$ cat config.mk
export PLATFORM = sky130hd
export DESIGN_NAME = ser2par_latch
export DESIGN_NICKNAME = d
export VERILOG_FILES = /design/src/rtl/ser2par_pkg.sv /design/src/rtl/sync_chain.sv /design/src/rtl/rise_detect.sv /design/src/rtl/shift_chain.sv /design/src/rtl/hold_reg.sv /design/src/rtl/ser2par_latch.sv
export SDC_FILE = /design/constraint.sdc
export NUM_CORES = 1
export LEC_CHECK = 0
export BUFFER_PORTS_ARGS = -buffer_cell sky130_fd_sc_hd__buf_2
export CAP_MARGIN = 10
export CORE_MARGIN = 5
export CORE_UTILIZATION = 46
export CTS_CLUSTER_DIAMETER = 150
export DETAILED_ROUTE_END_ITERATION = 6
export PLACE_DENSITY = 0.72
export SETUP_SLACK_MARGIN = 0.05
export SYNTH_ARGS = -nofsm -noshare
export SYNTH_HDL_FRONTEND = slang
export SYNTH_SLANG_ARGS = --single-unit
$ cat constraint.sdc
create_clock -name clk -period 0.8 [get_ports clk]
set_input_delay 0.04 -clock clk [delete_from_list [all_inputs] [get_ports clk]]
set_output_delay 0.04 -clock clk [all_outputs]
set_load 0.005 [all_outputs]
$ cat src/rtl/ser2par_pkg.sv
package ser2par_pkg;
  localparam int unsigned DEF_WIDTH = 8;
  localparam int unsigned DEF_SYNC  = 2;

  typedef struct packed {
    logic ser;
    logic shift_stb;
    logic load_stb;
    logic clr_n;
  } ctrl_t;

  localparam ctrl_t CTRL_IDLE = '{ser: 1'b0, shift_stb: 1'b0, load_stb: 1'b0, clr_n: 1'b1};
endpackage

$ cat src/rtl/sync_chain.sv
module sync_chain #(
  parameter int unsigned N       = 4,
  parameter int unsigned STAGES  = 2,
  parameter logic [N-1:0] RST_VAL = '0
) (
  input  logic         clk,
  input  logic         rst_n,
  input  logic [N-1:0] d,
  output logic [N-1:0] q
);
  logic [N-1:0] stage_q [STAGES];
  logic [N-1:0] stage_d [STAGES];

  always_comb begin
    stage_d[0] = d;
    for (int i = 1; i < STAGES; i++) stage_d[i] = stage_q[i-1];
  end

  always_ff @(posedge clk or negedge rst_n) begin
    if (!rst_n) begin
      for (int i = 0; i < STAGES; i++) stage_q[i] <= RST_VAL;
    end else begin
      for (int i = 0; i < STAGES; i++) stage_q[i] <= stage_d[i];
    end
  end

  assign q = stage_q[STAGES-1];
endmodule

$ cat src/rtl/rise_detect.sv
module rise_detect #(
  parameter int unsigned N = 2
) (
  input  logic         clk,
  input  logic         rst_n,
  input  logic [N-1:0] lvl,
  output logic [N-1:0] rise
);
  logic [N-1:0] prev_q;

  assign rise = lvl & ~prev_q;

  always_ff @(posedge clk or negedge rst_n) begin
    if (!rst_n) prev_q <= '0;
    else        prev_q <= lvl;
  end

  // a held level never yields two edges in a row
  p_single_edge_r6: assert property (@(posedge clk) disable iff (!rst_n)
    (|rise) |=> ((rise & $past(rise)) == '0));
endmodule

$ cat src/rtl/shift_chain.sv
module shift_chain #(
  parameter int unsigned W = 8
) (
  input  logic         clk,
  input  logic         rst_n,
  input  logic         shift_en,
  input  logic         clr_n,
  input  logic         din,
  output logic [W-1:0] q
);
  logic [W-1:0] q_d;
  logic         upd_en;

  assign upd_en = shift_en | ~clr_n;

  always_comb begin
    if (!clr_n)        q_d = '0;
    else if (shift_en) q_d = {q[W-2:0], din};
    else               q_d = q;
  end

  always_ff @(posedge clk or negedge rst_n) begin
    if (!rst_n)      q <= '0;
    else if (upd_en) q <= q_d;
  end

  p_shift_r1: assert property (@(posedge clk) disable iff (!rst_n)
    (shift_en && clr_n) |=> (q == {$past(q[W-2:0]), $past(din)}));
  p_clear_r4: assert property (@(posedge clk) disable iff (!rst_n)
    (!clr_n) |=> (q == '0));
  p_hold_r6: assert property (@(posedge clk) disable iff (!rst_n)
    (!shift_en && clr_n) |=> $stable(q));
endmodule

$ cat src/rtl/hold_reg.sv
module hold_reg #(
  parameter int unsigned W = 8
) (
  input  logic         clk,
  input  logic         rst_n,
  input  logic         load_en,
  input  logic [W-1:0] d,
  output logic [W-1:0] q
);
  always_ff @(posedge clk or negedge rst_n) begin
    if (!rst_n)       q <= '0;
    else if (load_en) q <= d;
  end

  p_load_r2: assert property (@(posedge clk) disable iff (!rst_n)
    load_en |=> (q == $past(d)));
  p_keep_r6: assert property (@(posedge clk) disable iff (!rst_n)
    !load_en |=> $stable(q));
endmodule

$ cat src/rtl/ser2par_latch.sv
module ser2par_latch
  import ser2par_pkg::*;
#(
  parameter int unsigned WIDTH       = DEF_WIDTH,
  parameter int unsigned SYNC_STAGES = DEF_SYNC
) (
  input  logic             clk,
  input  logic             rst_n,
  input  logic             ser_in,
  input  logic             shift_stb,
  input  logic             clr_n,
  input  logic             load_stb,
  input  logic             oe_n,
  output logic [WIDTH-1:0] par_q,
  output logic [WIDTH-1:0] par_en,
  output logic             cascade_out
);
  localparam int unsigned CW = $bits(ctrl_t);

  logic rst_meta, rst_sync_n;
  always_ff @(posedge clk or negedge rst_n) begin
    if (!rst_n) {rst_meta, rst_sync_n} <= 2'b00;
    else        {rst_meta, rst_sync_n} <= {1'b1, rst_meta};
  end

  ctrl_t raw_c, syn_c;
  assign raw_c = '{ser: ser_in, shift_stb: shift_stb, load_stb: load_stb, clr_n: clr_n};

  sync_chain #(.N(CW), .STAGES(SYNC_STAGES), .RST_VAL(CTRL_IDLE)) u_sync (
    .clk(clk), .rst_n(rst_sync_n), .d(raw_c), .q(syn_c)
  );

  logic [1:0] rise_v;
  logic       shift_rise, load_rise;
  rise_detect #(.N(2)) u_edge (
    .clk(clk), .rst_n(rst_sync_n),
    .lvl({syn_c.shift_stb, syn_c.load_stb}), .rise(rise_v)
  );
  assign shift_rise = rise_v[1];
  assign load_rise  = rise_v[0];

  logic [WIDTH-1:0] shift_q, store_q;

  shift_chain #(.W(WIDTH)) u_chain (
    .clk(clk), .rst_n(rst_sync_n), .shift_en(shift_rise),
    .clr_n(syn_c.clr_n), .din(syn_c.ser), .q(shift_q)
  );

  hold_reg #(.W(WIDTH)) u_store (
    .clk(clk), .rst_n(rst_sync_n), .load_en(load_rise),
    .d(shift_q), .q(store_q)
  );

  assign cascade_out = shift_q[WIDTH-1];
  assign par_en      = {WIDTH{~oe_n}};
  assign par_q       = oe_n ? '0 : store_q;

  p_simul_r8: assert property (@(posedge clk) disable iff (!rst_sync_n)
    (shift_rise && load_rise) |=> (store_q == $past(shift_q)));
  p_off_r5: assert property (@(posedge clk) disable iff (!rst_sync_n)
    oe_n |-> (par_en == '0 && par_q == '0));
  p_on_r5: assert property (@(posedge clk) disable iff (!rst_sync_n)
    !oe_n |-> (par_en == '1 && par_q == store_q));
endmodule

* Yosys cells after proc, flatten, opt, wreduce, memory -nomap -nowiden
Index checks and enable logic that the tools add are counted.
** Cells by class
- Bitwise logic cells :: 5
- Multiplexer cells :: 3
- Reductions and logical operators :: 1
- Eq/ne operators :: 1
** Operator list (count)
- 8-bit 2-to-1 mux :: 3
- 2-bit AND :: 1
- 2-bit != test (second input constant) :: 1
- 1-bit NOT :: 2
- 2-bit NOT :: 1
- 2-bit AND reduction :: 1
- 1-bit OR :: 1
** Word-level totals
- Logic and storage cells :: 17
- Bits of input ports :: 7
- Register bits :: 28

* Logic depth before layout (Yosys ltp)
Gate-level depths: netlist (run 1).
- Depth in word-level cells :: 4
- Gate-level depth with buffers :: 3

* Hierarchy
From an unflattened synthesis (run 1), not the netlist that was laid out.
** Second synthesis, totals
- Cell total of the unflattened synthesis :: 73
- Area total of the unflattened synthesis :: 1113.6 um2
** Modules (own cells, without submodules)
- shift_chain :: area an instance 341.6 um2, seq. area each 200.2 um2, cells each 25, times used 1
- hold_reg :: area an instance 331.6 um2, seq. area each 200.2 um2, cells each 17, times used 1
- sync_chain :: area an instance 202.7 um2, seq. area each 202.7 um2, cells each 8, times used 1
- ser2par_latch :: area an instance 160.2 um2, seq. area each 50.0 um2, cells each 19, times used 1
- rise_detect :: area an instance 77.6 um2, seq. area each 50.0 um2, cells each 4, times used 1

* Least setup slack after synthesis (run 1)
OpenSTA, ideal clock, no wires.
- Kind :: register to register
- Start :: register u_edge.prev_q[0]
- End :: register u_store.q[0]
- Required time :: 0.675 ns
- Buffers on the path :: 1
- Data arrival time :: 0.914 ns
- Stages on the path, launching flop included :: 4
- Slack :: -0.239 ns
- Period minus slack after synthesis :: 1.039 ns
- Path through :: dfrtp_1 > nor2b_4 > buf_6 > mux2_4
** On the way
- Word-level cells in the longest chain between the ends :: 2
** Ends and longest elaborated chain
- start, declared :: line rise_detect.sv:9 : logic [N-1:0] prev_q;
- start signal, assigned :: line rise_detect.sv:15 : else prev_q <= lvl;
- 2-bit NOT :: line rise_detect.sv:11 : assign rise = lvl & ~prev_q;
- 2-bit AND :: line rise_detect.sv:11
- end signal, assigned :: line hold_reg.sv:11 : if (!rst_n) q <= '0;
- end signal, assigned :: line hold_reg.sv:12 : else if (load_en) q <= d;
- end, declared :: line hold_reg.sv:8 : output logic [W-1:0] q
Every way passes these cells.
A chain may end at the register's enable or synchronous reset.

* Worst setup path in the final report (run 1)
Ends and elaborated chain as after synthesis.

==> metrics.md, run 1 <==
| Metric | Value |
|---|---|
| Yosys top cell by area | `dfrtp_1` |
| Synth Warn # | `0` |
| Clock Sinks | `28` |
| CTS tree | `done` |
| Reg clk slew, reported paths | `0.14 ns` |
| Largest net degree at the start of global routing | `16` |
| Setup CP Type | `reg -> reg` |
| Number of synthesized flops with an enable pin | `0` |
| Nets@finish | `121` |
| Net Sw Frac | `21.7%` |
| H-tree Lvls | `1` |
| Syn Inst Count | `75` |
| Class of the worst hold path | `reg -> async` |
| Fin crit share | `135%` |
| Dpl ws | `-0.270 ns` |
| Mean post-synth cell area | `between 10 and 15 µm²` |
| Unrepaired setup endpoints after global routing | `yes` |
| Synth cell count leaders | `26 x dfrtp_1, 9 x nand2_1, 9 x nor2b_1` |
| Worst setup margin | `-0.283 ns` |
| HPWL Detailed | `1120 µm` |
| CP Capture Type | `flip-flop` |
| Syn_nets | `82` |
| Area of the mapped netlist | `0.00109 mm²` |
| Sequential cell area | `704 µm²` |
| Die Wd | `58.7 µm` |
| Initial antenna violation count | `0` |
| Ys async rst share | `100%` |
| Met1 Track Usage GR | `12.5%` |
| DRC Markers | `0` |
| Final min period | `roughly 1.1 ns` |
| Fin. Hold Viols | `0` |
| Final setup viols | `25` |
| # fillers | `169` |
| Routability congestion estimate | `between 0.6 and 0.7` |
| GRT overflow | `0` |
| Vias per inst | `4.47` |
| Netlist cell types | `12` |
| GRT Overall Usage | `between 10% and 20%` |
| Die area | `0.00345 mm²` |
| ANT cells | `0` |
| Post-synth top flop | `dfrtp_1` |
| Int Power | `around 0.0018 W` |
| CP required | `1.02 ns` |
| DRT antenna net count | `0` |
| Vias in the first global route | `633` |
| Busiest grt layer | `met2` |
| Power share of the clock group | `25.2%` |
| Count leader, synth | `dfrtp_1` |
| FF+latch count, synth | `28` |
| CP max FO | `8` |
| Fraction of layout cells with a size suffix above 1 | `a little over half` |
| Drt first pass iters | `2` |
| Leak Pwr | `between 0.7 and 0.8 nW` |
| Switching component of the power | `about 0.0005 W` |
| Status | `complete, but fails checks` |
| Vias | `630` |
| Comb pwr share | `9.2%` |
| Final slew viol count | `0` |
| Die height | `58.7 µm` |
| Violated checks | `setup timing` |
| Area of the multi-input gates | `between 300 and 400 µm²` |
| Worst-skew pair later-pin latency | `0.32 ns` |
| Worst setup SP type | `flip-flop` |
| Peak Freq | `0.923 GHz` |
| First-pass GRT wire length | `2740 µm` |
| Cell Rows | `17` |
| Clock root buffer master | `clkbuf_4` |
| Seq/Total Area, Yosys | `64.4%` |
| Peak supply drop | `1340 µV` |
| Post-route cell area | `0.00145 mm²` |
| Pwr Density | `1570 mW/mm²` |
| Met2 usage | `18.0%` |
| Max-cap violations | `0` |
| Area contributors post-synth | `dfrtp_1 60%, mux2_4 11%, mux2i_1 7.3%` |
| Clock tree buffer depth | `2` |
| Setup TNS | `-5.11 ns` |
| Area growth, synth to finish | `32.5%` |
| I/O Pins | `24` |
| Area post-placement | `roughly 0.0012 mm²` |
| IO buf count | `23` |
| Clock Skews | `0.00603 ns` |
| Final WL | `1600 µm` |
| Post-synth top area share | `between 50% and 60%` |
| TritonCTS Buffers | `3` |
| Initial Utilization | `48.9%` |
| Crit path DAT | `1.30 ns` |
| Sequential Power Share | `65.6%` |
| Average routed wire per standard cell | `between 10 and 15 µm` |
| Core area | `between 0.002 and 0.0025 mm²` |
| GR Util met3 | `2.63%` |
| Initial DRC count | `7` |
## metal layers
layer / part of all wire, % / up-vias / wire length [µm]
met1: 41 / 299 / 650
met2: 48 / 23 / 775
met4: 1.8 / 0 / 29
met3: 9.1 / 2 / 145
li1: - / 306 / -
met5: 0 / - / 0
## cells in the final DEF, fill, tap and decap left out, drive strengths merged
master / synthesis / layout
buf: 9 / 38
clkbuf: 1 / 4
conb: 1 / 1
dfrtp: 26 / 26
dfstp: 2 / 2
dlygate4sd3: 0 / 6
inv: 1 / 1
mux2: 8 / 8
mux2i: 8 / 8
nand2: 9 / 9
nor2b: 10 / 10
## cell families (layout without fill, tap and decap cells)
kind of cell	after synthesis	count (layout)	synth area share (%)
mux	16	16	18.3
other cells	1	1	0.344
flops	28	28	64.4
simple gates	19	19	9.52
buf+inv	11	49	7.34
## sequential cells by signal (all words and copies together) (netlist names)
signal / cells
u_chain.q: 8
u_store.q: 8
u_sync.q: 4
u_sync.stage_d: 4
u_edge.prev_q: 2
rst_meta: 1
rst_sync_n: 1
## power by group through the flow
stage          logic, W  clock network (W)  registers (W)
2_1_floorplan  0.000109                  0        0.00152
3_3_place_gp   0.000146                  0        0.00152
3_5_place_dp   0.000148                  0        0.00152
4_1_cts        0.000198           0.000602        0.00148
5_1_grt        0.000229           0.000669        0.00149
6_report       0.000208           0.000570        0.00149
## cell type report
type,instances,area share [%]
clock buffers,4,1.82
inverters,1,0.260
multi-input cells,36,24.9
flip-flops and latches,28,48.7
well taps,28,2.42
repair buffers,44,21.8
## metrics by stage
step	utilization, %	power, W	hold slack, ns	std cells
global route	64.7	0.00239	0.135	141
finish	64.7	0.00227	0.116	141
floorplan	-	0.00163	-0.256	75
global placement	54.9	0.00166	-0.176	120
detailed placement	54.9	0.00167	-0.175	120
CTS	62.3	0.00228	0.126	140
## critical path, cell delays in order, from the launching register on
cell and delay [ns]:
dfrtp_1 0.42, nor2b_4 0.13, buf_12 0.14, mux2_4 0.29
## path summary, 6_finish.rpt
check / start / end / slack [ns] / cells past startpoint
max reg2reg: u_edge.prev_q[0]$_DFF_PN0_ / u_store.q[0]$_DFFE_PN0P_ / -0.28 / 3
max: u_edge.prev_q[0]$_DFF_PN0_ / u_store.q[0]$_DFFE_PN0P_ / -0.28 / 3
min in group clk: load_stb / u_sync.stage_d[1]$_DFF_PN0_ / 0.35 / 2
max in group asynchronous: rst_n / rst_sync_n$_DFF_PN0_ / 0.13 / 3
min: rst_sync_n$_DFF_PN0_ / u_sync.stage_d[1]$_DFF_PN0_ / 0.12 / 0
min reg2reg: rst_sync_n$_DFF_PN0_ / u_sync.stage_d[1]$_DFF_PN0_ / 0.12 / 0
## what timing repair did
action	in CTS	in global routing
hold buffers	6	0
setup endpoints to repair	25	25
buffers inserted	10	1
gates cloned	0	0
gates resized for setup	2	11
hold endpoints to repair	6	0
No activity file was read; power rests on OpenSTA's default activity.
==> run 2: changes to the inputs <==
- CORE_UTILIZATION: 46 -> 30
- PLACE_DENSITY: 0.72 -> not set
==> run 2 against run 1 <==
Compared with the run above: the flow still finishes with violations (setup timing); core utilization fell by 23 points; cell area rose by 2.2%; clock skew fell by 0.0050 ns; final cell count rose by 16%; highest routed layer unchanged; flip-flop and latch count did not move; wire length rose by 5.6%; worst hold slack barely moved; global-route usage fell by 3.1 points; largest power group unchanged; first-iteration DRC count fell by 43%; clock power rose by 15%; critical path depth did not move; combinational power barely moved.
==> metrics.md, run 2 (same netlist as run 1, synthesis figures left out) <==
| Metric | Value |
|---|---|
| Status | `complete, but fails checks` |
| Violated checks | `setup timing` |
| TritonCTS Buffers | `3 (unchanged)` |
| Drt first pass iters | `3 (+1)` |
| Worst-skew pair later-pin latency | `0.31 ns (about the same)` |
| Peak Freq | `0.922 GHz (-0.10%)` |
| Average routed wire per standard cell | `10.4 µm (-8.6%)` |
| Int Power | `0.00186 W (+4.7%)` |
| Worst flop-to-flop path startpoint | `u_edge.prev_q[0]$_DFF_PN0_` |
| Power share of the clock group | `28.0% (+2.8 points)` |
| Switching component of the power | `0.000494 W (+0.64%)` |
| I/O Pins | `24 (unchanged)` |
| Worst Setup SP | `u_edge.prev_q[0]$_DFF_PN0_` |
| Initial antenna violation count | `0 (unchanged)` |
| CP max FO | `8 (unchanged)` |
| Setup TNS | `-5.06 ns (+0.0507 ns)` |
| Final slew viol count | `0 (unchanged)` |
| CP required | `1.01 ns (about the same)` |
| Fin crit share | `136% (+0.14 points)` |
| # fillers | `345 (+100%)` |
| Met2 usage | `13.4% (-4.6 points)` |
| Final min period | `1.08 ns (+0.00109 ns)` |
| Comb pwr share | `8.9% (-0.3 points)` |
| Final setup viols | `25 (unchanged)` |
| Reg clk slew, reported paths | `0.14 ns (about the same)` |
| ANT cells | `0 (unchanged)` |
| Cell Rows | `22 (+5)` |
| Vias | `648 (+2.9%)` |
| Most frequent cells in the layout | `25 x dfrtp_1, 23 x buf_2, 14 x buf_4, 8 x mux2_4, 8 x mux2i_1` |
| Overall Power | `0.00235 W (+3.8%)` |
| Peak supply drop | `1070 µV (-20%)` |
| Setup CP Type | `reg -> reg` |
| Net Sw Frac | `21.0% (-0.66 points)` |
| Worst setup margin | `-0.284 ns (-0.00109 ns)` |
| GR Util met3 | `2.16% (-0.47 points)` |
| Largest net degree at the start of global routing | `20 (+4)` |
| Core area | `0.00358 mm² (+60%)` |
| Dpl ws | `-0.272 ns (-0.00288 ns)` |
| H-tree Lvls | `1 (unchanged)` |
| Sequential Power Share | `63.1% (-2.5 points)` |
| Area post-placement | `0.00126 mm² (+2.4%)` |
| Vias in the first global route | `671 (+6.0%)` |
| Die height | `70.3 µm (+20%)` |
| Final WL | `1690 µm (+5.6%)` |
| Pwr Density | `1590 mW/mm² (+1.6%)` |
| CP Capture Type | `flip-flop` |
| Clock Sinks | `28 (unchanged)` |
| First-pass GRT wire length | `3040 µm (+11%)` |
| Die area | `0.00494 mm² (+43%)` |
| Crit path DAT | `1.30 ns (about the same)` |
| Vias per inst | `3.98 (-11%)` |
| Met1 Track Usage GR | `8.63% (-3.9 points)` |
| DRC Markers | `0 (unchanged)` |
| Routability congestion estimate | `0.694 (+3.5%)` |
| Worst setup SP type | `flip-flop` |
| Max-cap violations | `0 (unchanged)` |
| Fin. Hold Viols | `0 (unchanged)` |
| Class of the worst hold path | `reg -> async` |
| Clock tree buffer depth | `2 (unchanged)` |
| GRT Overall Usage | `7.57% (-3.1 points)` |
| Initial DRC count | `4 (-3)` |
| Area growth, synth to finish | `35.3%` |
| HPWL Detailed | `1200 µm (+7.6%)` |
| Busiest grt layer | `met2` |
| Clock root buffer master | `clkbuf_4` |
| Post-route cell area | `0.00148 mm² (+2.2%)` |
| DRT antenna net count | `0 (unchanged)` |
| CTS tree | `done` |
| Final hold slack | `0.116 ns (-0.0000190 ns)` |
| IO buf count | `23 (unchanged)` |
| Cells on worst reg2reg path | `3 (unchanged)` |
| Largest regs | `u_chain.q: 8 flops, u_store.q: 8 flops` |
| Die Wd | `70.3 µm (+20%)` |
| Initial Utilization | `30.5% (-18 points)` |
| Leak Pwr | `0.745 nW (-3.0%)` |
| Clock Skews | `0.000984 ns (-0.00505 ns)` |
| Fraction of layout cells with a size suffix above 1 | `56.5% (+1.7 points)` |
| Nets@finish | `123 (+1.7%)` |
| GRT overflow | `0 (unchanged)` |
| Unrepaired setup endpoints after global routing | `yes` |
| Commonest non-fill, non-tap cell in the layout | `dfrtp_1` |
## run 2: per-stage QoR
step | utilization (%) | cells
global placement | 35.1 | 139
global route | 41.3 | 163
floorplan | - | 75
detailed placement | 35.1 | 139
finish | 41.3 | 163
CTS | 40.2 | 160
## run 2: layer usage
metal  up-vias  part of all wire, %
li1        312                    -
met4         0                 0.47
met1       315                   42
met5         -                    0
met2        19                   50
met3         2                  7.3
## run 2: final cells by class
cell class | count | area (µm²) | share of cell area, %
inverters | 1 | 3.75 | 0.254
flip-flops and latches | 28 | 704 | 47.7
multi-input cells | 36 | 340 | 23.1
well taps | 48 | 60.1 | 4.07
clock buffers | 4 | 36.3 | 2.46
repair buffers | 46 | 332 | 22.5
## run 2: timing repair
| action | CTS | global route |
|---|---|---|
| endpoints found under the setup margin | 25 | 25 |
| hold endpoints to repair | 6 | 0 |
| setup buffers | 11 | 3 |
| gates resized for setup | 2 | 3 |
| hold buffers | 6 | 0 |
| cloned | 0 | 0 |
## run 2: final timing paths
kind | end | slack [ns]
worst min register to register | u_sync.q[2]$_DFF_PN0_ | 0.12
worst max register to register | u_store.q[0]$_DFFE_PN0P_ | -0.28
worst min-delay path | u_sync.q[2]$_DFF_PN0_ | 0.12
max in group asynchronous | rst_sync_n$_DFF_PN0_ | 0.13
worst max-delay path | u_store.q[0]$_DFFE_PN0P_ | -0.28
min in group clk | u_sync.stage_d[1]$_DFF_PN0_ | 0.35
## run 2: power by group through the flow
stage / Sequential, W / Clock, W / Combinational [W]
after CTS: 0.00148 / 0.000699 / 0.000206
after detailed placement: 0.00152 / 0 / 0.000156
after global routing: 0.00149 / 0.000772 / 0.000232
final: 0.00148 / 0.000658 / 0.000210
after global placement: 0.00152 / 0 / 0.000153
after floorplan: 0.00152 / 0 / 0.000109
## run 2: worst max-delay path, cell delays in order, from the launching register on
cell and delay [ns]:
dfrtp_1 0.42, nor2b_4 0.13, buf_12 0.14, mux2_4 0.30
==> run 3: changes to the inputs <==
- CORE_UTILIZATION: 30 -> 45
- PLACE_DENSITY: not set -> 0.71
==> run 3 against run 2 <==
Compared with the run above: the run still ends with setup timing left; global-route usage grew 3.6 points; final cell count is 11% lower; register-to-register slack about the same; non-clock buffer count is 2 higher; cell area is 1.4% lower; flip-flop and latch count is the same; sequential share of layout area rose by 0.70 points; wire length decreased by 0.35%; clock-buffer cell count down 1; worst hold slack improved by 0.085 ns; clock power up 36%; maximum frequency is 0.24% higher; critical path type unchanged.
==> metrics.md, run 3 (same netlist as run 1, synthesis figures left out) <==
| Metric | Value |
|---|---|
| Status | `complete, but fails checks` |
| Violated checks | `setup timing` |
| Core area | `0.00225 mm² (-37%)` |
| Fraction of layout cells with a size suffix above 1 | `55.6% (-0.97 points)` |
| Unrepaired setup endpoints after global routing | `yes` |
| Initial Utilization | `48.4% (+18 points)` |
| Die Wd | `59.2 µm (-16%)` |
| Final WL | `1690 µm (-0.35%)` |
| Worst-skew pair later-pin latency | `0.33 ns (+0.02 ns)` |
| Reg clk slew, reported paths | `0.15 ns (about the same)` |
| Clock Skews | `0.0110 ns (+0.0100 ns)` |
| Vias per inst | `4.43 (+12%)` |
| Area post-placement | `0.00123 mm² (-2.4%)` |
| Final setup viols | `25 (unchanged)` |
| Routability congestion estimate | `0.662 (-4.6%)` |
| DRT antenna net count | `0 (unchanged)` |
| GRT overflow | `0 (unchanged)` |
| Vias in the first global route | `629 (-6.3%)` |
| Worst setup margin | `-0.281 ns (+0.00259 ns)` |
| Clock tree buffer depth | `2 (unchanged)` |
| DRC Markers | `0 (unchanged)` |
| Fin crit share | `135% (-0.32 points)` |
| Clock root buffer master | `clkbuf_4` |
| GRT Overall Usage | `11.2% (+3.6 points)` |
| Nets@finish | `125 (+1.6%)` |
| First-pass GRT wire length | `2860 µm (-5.9%)` |
| Initial DRC count | `2 (-2)` |
| CP Capture Type | `flip-flop` |
| Cells on worst reg2reg path | `3 (unchanged)` |
| TritonCTS Buffers | `3 (unchanged)` |
| Class of the worst hold path | `reg -> async` |
| Largest net degree at the start of global routing | `17 (-15%)` |
| Vias | `643 (-0.77%)` |
| CTS tree | `done` |
| Placed cells | `120 (-14%)` |
| Max-cap violations | `0 (unchanged)` |
| Clock Sinks | `28 (unchanged)` |
| Crit path DAT | `1.30 ns (about the same)` |
| Layout Cells excl Fill | `145 (-11%)` |
| Leak Pwr | `0.757 nW (+1.6%)` |
| Final slew viol count | `0 (unchanged)` |
| Reg2reg setup slack | `-0.28 ns (about the same)` |
| IO buf count | `23 (unchanged)` |
| Peak supply drop | `1380 µV (+30%)` |
| CP max FO | `8 (unchanged)` |
| Fin. Hold Viols | `0 (unchanged)` |
| Post-route cell area | `0.00146 mm² (-1.4%)` |
| CP required | `1.02 ns (about the same)` |
| HPWL Detailed | `1170 µm (-2.9%)` |
| Worst setup SP type | `flip-flop` |
| ANT cells | `0 (unchanged)` |
| Pwr Density | `1780 mW/mm² (+12%)` |
| Setup CP Type | `reg -> reg` |
| Setup TNS | `-5.16 ns (-0.103 ns)` |
| H-tree Lvls | `1 (unchanged)` |
| Final min period | `1.08 ns (-0.00259 ns)` |
| Worst r2r dst | `u_store.q[6]$_DFFE_PN0P_` |
| Worst flop-to-flop path startpoint | `u_sync.q[1]$_DFF_PN0_` |
| I/O Pins | `24 (unchanged)` |
| Die area | `0.00351 mm² (-29%)` |
| Most frequent cells in the layout | `25 x dfrtp_1, 23 x buf_2, 17 x buf_4, 9 x nor2b_1` |
| Largest regs | `u_chain.q: 8 flops, u_store.q: 8 flops` |
| Drt first pass iters | `2 (-1)` |
| Cell Rows | `17 (-23%)` |
| Die height | `59.2 µm (-16%)` |
| Initial antenna violation count | `0 (unchanged)` |
| Average routed wire per standard cell | `11.6 µm (+12%)` |
| Commonest non-fill, non-tap cell in the layout | `dfrtp_1` |
| Area growth, synth to finish | `33.4%` |
| Dpl ws | `-0.273 ns (-0.0000990 ns)` |
| Peak Freq | `0.925 GHz (+0.24%)` |
[run 3: cell types whose count changed in the layout (fill, tap and decap cells not counted), sizes merged]
cell,previous run,this run
bufinv,0,1
clkbuf,4,3
buf,40,42
[run 3: cell type report]
cell class | instances | area, µm²
clock inverters | 1 | 30.0
flip-flops and latches | 28 | 704
fillers | 168 | 800
well taps | 28 | 35.0
inverters | 1 | 3.75
clock buffers | 3 | 22.5
repair buffers | 48 | 334
multi-input cells | 36 | 325
[run 3: worst max-delay path, stage by stage (launching register included)]
cell,delay (ns)
dfrtp_1,0.39
nor2b_4,0.17
buf_12,0.14
mux2_4,0.29
[run 3: what timing repair did]
action / CTS / global route
hold endpoints to repair: 6 / 0
gates resized for setup: 1 / 2
setup buffers: 12 / 3
hold buffers: 6 / 0
endpoints found under the setup margin: 25 / 25
[run 3: how the worst max path moves through the flow]
stage                                    end  slack, ns  cells past startpoint                        from
global placement    u_store.q[4]$_DFFE_PN0P_      -0.25                      3  u_edge.prev_q[0]$_DFF_PN0_
floorplan           u_store.q[0]$_DFFE_PN0P_      -0.24                      3  u_edge.prev_q[0]$_DFF_PN0_
detailed placement  u_store.q[2]$_DFFE_PN0P_      -0.27                      3       u_sync.q[1]$_DFF_PN0_
global route        u_store.q[7]$_DFFE_PN0P_      -0.31                      3       u_sync.q[1]$_DFF_PN0_
finish              u_store.q[6]$_DFFE_PN0P_      -0.28                      3       u_sync.q[1]$_DFF_PN0_
CTS                 u_store.q[7]$_DFFE_PN0P_      -0.30                      3       u_sync.q[1]$_DFF_PN0_
[run 3: power breakdown]
part / leakage [nW] / internal, W / switching (W) / total [W]
Sequential: 0.359 / 0.00146 / 0.0000173 / 0.00148
Clock: 0.0279 / 0.000507 / 0.000391 / 0.000898
Combinational: 0.370 / 0.000120 / 0.0000928 / 0.000213
[run 3: stage by stage]
step,util [%],power (W),hold WS (ns)
2_1_floorplan,-,0.00163,-0.256
6_report,64.5,0.00259,0.201
4_1_cts,63.3,0.00261,0.210
3_5_place_dp,54.4,0.00167,-0.173
5_1_grt,64.5,0.00269,0.230
3_3_place_gp,54.4,0.00166,-0.176
[run 3: per-layer routing]
layer | GRT usage [%] | vias up | share of wire [%] | wire (µm)
met1 | 14.1 | 302 | 41 | 693
li1 | - | 313 | - | -
met3 | 2.61 | 2 | 9.4 | 158
met2 | 18.6 | 26 | 48 | 812
met5 | 0 | - | 0 | 0
met4 | 3.88 | 0 | 1.2 | 21
